File: config.mk
export PLATFORM = sky130hd
export DESIGN_NAME = entropy_health_monitor
export DESIGN_NICKNAME = d
export VERILOG_FILES = /design/src/rtl/ehm_pkg.sv /design/src/rtl/ehm_ones_window.sv /design/src/rtl/ehm_run_tracker.sv /design/src/rtl/ehm_word_repeat.sv /design/src/rtl/entropy_health_monitor.sv
export SDC_FILE = /design/constraint.sdc
export NUM_CORES = 1
export LEC_CHECK = 0
export BUFFER_PORTS_ARGS = -buffer_cell sky130_fd_sc_hd__buf_2
export CORE_MARGIN = 5
export CORE_UTILIZATION = 63
export CTS_BUF_LIST = sky130_fd_sc_hd__clkbuf_4 sky130_fd_sc_hd__clkbuf_8 sky130_fd_sc_hd__clkbuf_16
export CTS_CLUSTER_SIZE = 24
export DETAILED_ROUTE_END_ITERATION = 8
export GPL_TIMING_DRIVEN = 0
export PLACE_DENSITY = 0.85
export RECOVER_POWER = 25
export SLEW_MARGIN = 20
export SYNTH_ARGS = -nofsm -noshare
export SYNTH_HDL_FRONTEND = slang
export SYNTH_HIERARCHICAL = 1
export SYNTH_SLANG_ARGS = --single-unit
File: constraint.sdc
create_clock -name clk -period 3.5 [get_ports clk]
set_input_delay 0.525 -clock clk [delete_from_list [all_inputs] [get_ports clk]]
set_output_delay 0.525 -clock clk [all_outputs]
set_load 0.02 [all_outputs]
File: src/rtl/ehm_pkg.sv
package ehm_pkg;
    typedef enum logic {
        SEQ_FRESH,
        SEQ_TRACK
    } seq_state_e;

    typedef enum logic {
        CMP_EMPTY,
        CMP_ARMED
    } cmp_state_e;
endpackage

File: src/rtl/ehm_ones_window.sv
module ehm_ones_window #(
    parameter int WINDOW_BITS = 20000,
    parameter int ONES_LO     = 9654,
    parameter int ONES_HI     = 10346
) (
    input  logic clk,
    input  logic rst,
    input  logic enable,
    input  logic bit_valid,
    input  logic bit_in,
    output logic fail_pulse
);
    localparam int IDX_W = (WINDOW_BITS > 1) ? $clog2(WINDOW_BITS) : 1;
    localparam int CNT_W = $clog2(WINDOW_BITS + 1);
    localparam logic [IDX_W-1:0] IDX_LAST = IDX_W'(WINDOW_BITS - 1);
    localparam logic [CNT_W-1:0] BAND_LO  = CNT_W'(ONES_LO);
    localparam logic [CNT_W-1:0] BAND_HI  = CNT_W'(ONES_HI);

    logic [IDX_W-1:0] idx_q;
    logic [CNT_W-1:0] ones_q;
    logic [CNT_W-1:0] ones_sum;
    logic             at_last;
    logic             in_band;
    logic             fail_q;

    always_comb begin
        ones_sum = ones_q + CNT_W'(bit_in);
        at_last  = (idx_q == IDX_LAST);
        in_band  = (ones_sum > BAND_LO) && (ones_sum < BAND_HI);
    end

    always_ff @(posedge clk) begin
        if (rst || !enable) begin
            idx_q  <= '0;
            ones_q <= '0;
            fail_q <= 1'b0;
        end else begin
            fail_q <= 1'b0;
            if (bit_valid) begin
                if (at_last) begin
                    idx_q  <= '0;
                    ones_q <= '0;
                    fail_q <= !in_band;
                end else begin
                    idx_q  <= idx_q + 1'b1;
                    ones_q <= ones_sum;
                end
            end
        end
    end

    assign fail_pulse = fail_q;

    // a verdict only follows an enabled, valid bit
    a_r2_verdict_on_bit: assert property (@(posedge clk) disable iff (rst)
        fail_q |-> $past(bit_valid && enable));

    // window verdict is a single-cycle pulse
    a_r10_mono_single: assert property (@(posedge clk) disable iff (rst)
        fail_q |=> !fail_q);
endmodule

File: src/rtl/ehm_run_tracker.sv
module ehm_run_tracker
    import ehm_pkg::*;
#(
    parameter int RUN_SHORT = 34,
    parameter int RUN_LONG  = 48
) (
    input  logic clk,
    input  logic rst,
    input  logic enable,
    input  logic bit_valid,
    input  logic bit_in,
    output logic short_pulse,
    output logic long_pulse
);
    localparam int LEN_W = $clog2(RUN_LONG + 1);
    localparam logic [LEN_W-1:0] LEN_SAT    = LEN_W'(RUN_LONG);
    localparam logic [LEN_W-1:0] SHORT_PREV = LEN_W'(RUN_SHORT - 1);
    localparam logic [LEN_W-1:0] LONG_PREV  = LEN_W'(RUN_LONG - 1);

    seq_state_e       state_q, state_d;
    logic             prev_q;
    logic [LEN_W-1:0] len_q;
    logic             short_q;
    logic             long_q;
    logic             same_bit;

    always_comb begin
        state_d = state_q;
        unique case (state_q)
            SEQ_FRESH: if (enable && bit_valid) state_d = SEQ_TRACK;
            SEQ_TRACK: if (!enable) state_d = SEQ_FRESH;
        endcase
    end

    always_ff @(posedge clk) begin
        if (rst) state_q <= SEQ_FRESH;
        else     state_q <= state_d;
    end

    assign same_bit = (state_q == SEQ_TRACK) && (bit_in == prev_q);

    always_ff @(posedge clk) begin
        if (rst || !enable) begin
            prev_q  <= 1'b0;
            len_q   <= '0;
            short_q <= 1'b0;
            long_q  <= 1'b0;
        end else begin
            short_q <= 1'b0;
            long_q  <= 1'b0;
            if (bit_valid) begin
                prev_q <= bit_in;
                if (same_bit) begin
                    if (len_q != LEN_SAT) len_q <= len_q + 1'b1;
                    short_q <= (len_q == SHORT_PREV);
                    long_q  <= (len_q == LONG_PREV);
                end else begin
                    len_q <= LEN_W'(1);
                end
            end
        end
    end

    assign short_pulse = short_q;
    assign long_pulse  = long_q;

    // a changed bit restarts the run, so neither threshold fires next
    a_r6_change_restarts: assert property (@(posedge clk) disable iff (rst)
        (enable && bit_valid && state_q == SEQ_TRACK && bit_in != prev_q)
        |=> (len_q == LEN_W'(1)) && !short_q && !long_q);

    // short threshold fires once per run
    a_r4_short_once: assert property (@(posedge clk) disable iff (rst)
        short_q |=> !short_q);

    // the long threshold never coincides with the short one
    a_r5_long_apart: assert property (@(posedge clk) disable iff (rst)
        long_q |-> !short_q);
endmodule

File: src/rtl/ehm_word_repeat.sv
module ehm_word_repeat
    import ehm_pkg::*;
#(
    parameter int WORD_W = 32
) (
    input  logic              clk,
    input  logic              rst,
    input  logic              enable,
    input  logic              word_valid,
    input  logic [WORD_W-1:0] word_in,
    output logic              stuck_pulse
);
    cmp_state_e        state_q, state_d;
    logic [WORD_W-1:0] prev_q;
    logic              stuck_q;

    always_comb begin
        state_d = state_q;
        unique case (state_q)
            CMP_EMPTY: if (enable && word_valid) state_d = CMP_ARMED;
            CMP_ARMED: if (!enable) state_d = CMP_EMPTY;
        endcase
    end

    always_ff @(posedge clk) begin
        if (rst) state_q <= CMP_EMPTY;
        else     state_q <= state_d;
    end

    always_ff @(posedge clk) begin
        if (rst || !enable) begin
            prev_q  <= '0;
            stuck_q <= 1'b0;
        end else begin
            stuck_q <= word_valid && (state_q == CMP_ARMED) && (word_in == prev_q);
            if (word_valid) prev_q <= word_in;
        end
    end

    assign stuck_pulse = stuck_q;

    // nothing to compare against while empty
    a_r8_first_word_skip: assert property (@(posedge clk) disable iff (rst)
        (state_q == CMP_EMPTY) |=> !stuck_q);

    // a repeat pulse only follows a word strobe
    a_r7_needs_strobe: assert property (@(posedge clk) disable iff (rst)
        stuck_q |-> $past(word_valid));
endmodule

File: src/rtl/entropy_health_monitor.sv
module entropy_health_monitor #(
    parameter int WINDOW_BITS = 20000,
    parameter int ONES_LO     = 9654,
    parameter int ONES_HI     = 10346,
    parameter int RUN_SHORT   = 34,
    parameter int RUN_LONG    = 48,
    parameter int WORD_W      = 32
) (
    input  logic              clk,
    input  logic              rst,
    input  logic              enable,
    input  logic              bit_valid,
    input  logic              bit_in,
    input  logic              word_valid,
    input  logic [WORD_W-1:0] word_in,
    output logic              mono_fail,
    output logic              long_run_fail,
    output logic              noise_fail,
    output logic              stuck_fail
);
    ehm_ones_window #(
        .WINDOW_BITS(WINDOW_BITS),
        .ONES_LO    (ONES_LO),
        .ONES_HI    (ONES_HI)
    ) u_window (
        .clk       (clk),
        .rst       (rst),
        .enable    (enable),
        .bit_valid (bit_valid),
        .bit_in    (bit_in),
        .fail_pulse(mono_fail)
    );

    ehm_run_tracker #(
        .RUN_SHORT(RUN_SHORT),
        .RUN_LONG (RUN_LONG)
    ) u_runs (
        .clk        (clk),
        .rst        (rst),
        .enable     (enable),
        .bit_valid  (bit_valid),
        .bit_in     (bit_in),
        .short_pulse(long_run_fail),
        .long_pulse (noise_fail)
    );

    ehm_word_repeat #(
        .WORD_W(WORD_W)
    ) u_words (
        .clk        (clk),
        .rst        (rst),
        .enable     (enable),
        .word_valid (word_valid),
        .word_in    (word_in),
        .stuck_pulse(stuck_fail)
    );

    // a disabled monitor stays quiet
    a_r9_disabled_quiet: assert property (@(posedge clk) disable iff (rst)
        !enable |=> !(mono_fail || long_run_fail || noise_fail || stuck_fail));

    // outputs clear in the cycle after reset
    a_r1_reset_clear: assert property (@(posedge clk)
        rst |=> !(mono_fail || long_run_fail || noise_fail || stuck_fail));
endmodule

==> flow_summary.json <==
{
  "synth_top_cell_by_area": "dfxtp_1",
  "leakagePower_uw": 0.001815,
  "layout-drive-gt1-share_pct": 14.84,
  "setup_ws_ns": 1.217,
  "syn_area_per_cell_sq_um": 8.613,
  "yosysSeqAreaShare_pct": 38.14,
  "use_met1_pct": 28.00,
  "initial_utilization_pct": 65.71,
  "viasPerCell": 5.911,
  "post_cts_resize_count": 0,
  "cap_viol_max_count": 0,
  "fin_crit_ns": 2.283,
  "ant_nets": 0,
  "synthTopCellsByArea": "dfxtp_1, xor2_1, mux2i_1",
  "cts_sinks": 75,
  "cts_tree": "done",
  "grt_use_total_pct": 23.52,
  "synth-main-ff-cell": "dfxtp_1",
  "ys_types": 56,
  "io_buffers": 39,
  "fin_cells": 587,
  "clock_latency_ns": 0.35,
  "yosysTopAreaCellShare_pct": 38.14,
  "holdBufCountCts": 0,
  "wl_per_cell_um": 15.18,
  "h-tree-depth": 3,
  "rows": 28,
  "cp_data_required_time_ns": 3.72,
  "outcome": "finished, final reports clean",
  "fill_cells": 444,
  "cts_setup_buffers": 0,
  "num_vias": 3470,
  "synth_seq_cells": 75,
  "die_area_sq_um": 7929,
  "power_switching_share_pct": 23.97,
  "die_w_um": 89.05,
  "p_int_uw": 1343,
  "power_frac_clock_pct": 41.8,
  "dp_hpwl_um": 6160,
  "grt_antenna_before_repair": 0,
  "grt_first_pass_wirelength_um": 14650,
  "fin_setup_tns_ns": 0,
  "dp_slack_ns": 0.9418,
  "die_h_um": 89.05,
  "drcViolationCount": 0,
  "setup_viol": 0,
  "drt_iter0_drc": 208,
  "clock.fmax_mhz": 437.9,
  "grt_max_degree": 14,
  "grt-busiest-layer": "met2",
  "io_pins": 42,
  "final_nets": 552,
  "antennaDiodeCount": 0,
  "numCtsBuffers": 9,
  "startpoint_type": "primary input",
  "use_met3_pct": 4.055,
  "cp-startpoint": "bit_in",
  "hp-class": "primary input to flip-flop",
  "relSlewSlack_pct": 58.28,
  "clock_skew_ns": 0.01093,
  "synth_fp_nets": 502,
  "p_comb_share_pct": 8.4,
  "r2r-start": "u_window/ones_q[0]",
  "grt_overflow": 0,
  "clk_path_buf_depth": 2,
  "cp.arrival_ns": 2.51,
  "synth-edff-count": 0,
  "tightest_slew_ns": 0.6217,
  "async_flop_share_pct": 0,
  "p_switching_uw": 423.5,
  "power_uw": 1767,
  "core_area_sq_um": 5991,
  "p_seq_share_pct": 49.8,
  "rsz0062_at_grt": "false",
  "critical_path_class": "primary input to flip-flop",
  "drt-pass1-iter-count": 5,
  "worstHoldStart": "word_in[17]",
  "met2_usage_pct": 40.55,
  "hold_viol": 0,
  "syn_inst": 457,
  "cp_max_fo": 10,
  "synth_common_cells": "dfxtp_1, nor2_1, xor2_1",
  "finalMaxSlewViolations": 0,
  "cts_root_buffer": "clkbuf_8",
  "synth_area_sq_um": 3936,
  "place_congestion": 0.9256,
  "yosysWarnings": 6,
  "power_density_nw_per_um2": 398.3,
  "clkTransAtPathRegs_ns": 0.08,
  "placed_cells": 571,
  "post-route-period-util_pct": 65.24,
  "ir_worst_vdd_mv": 0.2332,
  "synth.most_common_cell": "dfxtp_1",
  "grt_pass1_vias": 3343,
  "cp-end-kind": "flip-flop",
  "wl_um": 8908,
  "synthToLayoutAreaGrowth_pct": 12.68
}
-- layout by cell type (no fill, tap or decap), drive strengths merged, types with 3 or more instances in the layout --
cell type   n
dfxtp      75
nor2       74
buf        51
xor2       43
nand2      37
mux2i      34
clkbuf     24
a21oi      19
o21ai      18
nand3      13
nand4      11
and3        9
nor4        9
xnor2       8
or3         7
ha          7
a21o        6
inv         6
nand2b      5
or4         4
o211ai      4
o22ai       4
nor3        4
a31oi       3
nor2b       3
nor4b       3
-- flip-flops by register name, indices dropped and copies added (netlist names) --
name,cells
u_runs/prev_q,1
u_runs/len_q,6
u_runs/short_pulse,1
u_words/state_q,1
u_words/prev_q,32
u_window/fail_pulse,1
u_window/idx_q,15
u_runs/long_pulse,1
u_words/stuck_pulse,1
u_window/ones_q,15
u_runs/state_q,1
-- critical path, cell delays in order --
cell and delay (ns):
buf_2 0.14, ha_1 0.24, ha_1 0.27, clkbuf_1 0.41
a31oi_1 0.15, nor2_1 0.11, a221oi_1 0.05, a21o_1 0.20
a311oi_2 0.30, o22ai_2 0.12
-- area by class of cell --
| type | instances | area, sq um | share of cell area (%) |
|---|---|---|---|
| sequential | 75 | 1501 | 33.85 |
| clock buffer | 10 | 131.4 | 2.962 |
| tap | 75 | 93.84 | 2.116 |
| buffer | 26 | 138.9 | 3.131 |
| multi-input combinational | 351 | 2268 | 51.14 |
| inverter | 5 | 18.77 | 0.4231 |
| clock inverter | 6 | 88.84 | 2.003 |
| timing repair buffer | 39 | 193.9 | 4.372 |
-- worst paths after layout --
| path | end | slack (ns) | cells after the start |
|---|---|---|---|
| min reg2reg | u_window/ones_q[0] | 0.48 | 2 |
| max reg2reg | u_window/fail_pulse | 1.22 | 9 |
| max | u_window/fail_pulse | 1.22 | 10 |
| min | u_words/prev_q[17] | 0.44 | 3 |
-- stage by stage --
step	hold slack, ns	instance area (sq um)	utilization [%]
6_report	0.4394	4436	74.04
5_1_grt	0.4371	4436	74.04
4_1_cts	0.4240	4446	74.21
3_5_place_dp	0.4695	4225	70.53
3_3_place_gp	0.4476	4225	70.53
2_1_floorplan	0.4347	3936	-
-- per-layer routing --
layer,routed length (um),share of wire [%],vias to the layer above
li1,-,-,1699
met1,3783,42,1646
met2,4395,49,100
met3,518,5.8,25
met4,210,2.4,0
met5,0,0,-
-- logic make-up after synthesis --
group | synth area share [%]
mux | 8.646
flops | 38.14
buf+inv | 4.037
compound gates | 11.44
simple gates | 23.97
xor+xnor | 11.54
fa+ha+maj | 2.225
-- power by group through the flow --
stage,clock (uW),combinational [uW],sequential (uW)
4_1_cts,749,149,879
3_5_place_dp,0,146,899
5_1_grt,793,162,881
6_report,738,149,879
2_1_floorplan,0,94.9,897
3_3_place_gp,0,142,898
(Power assumes the default switching activity.)
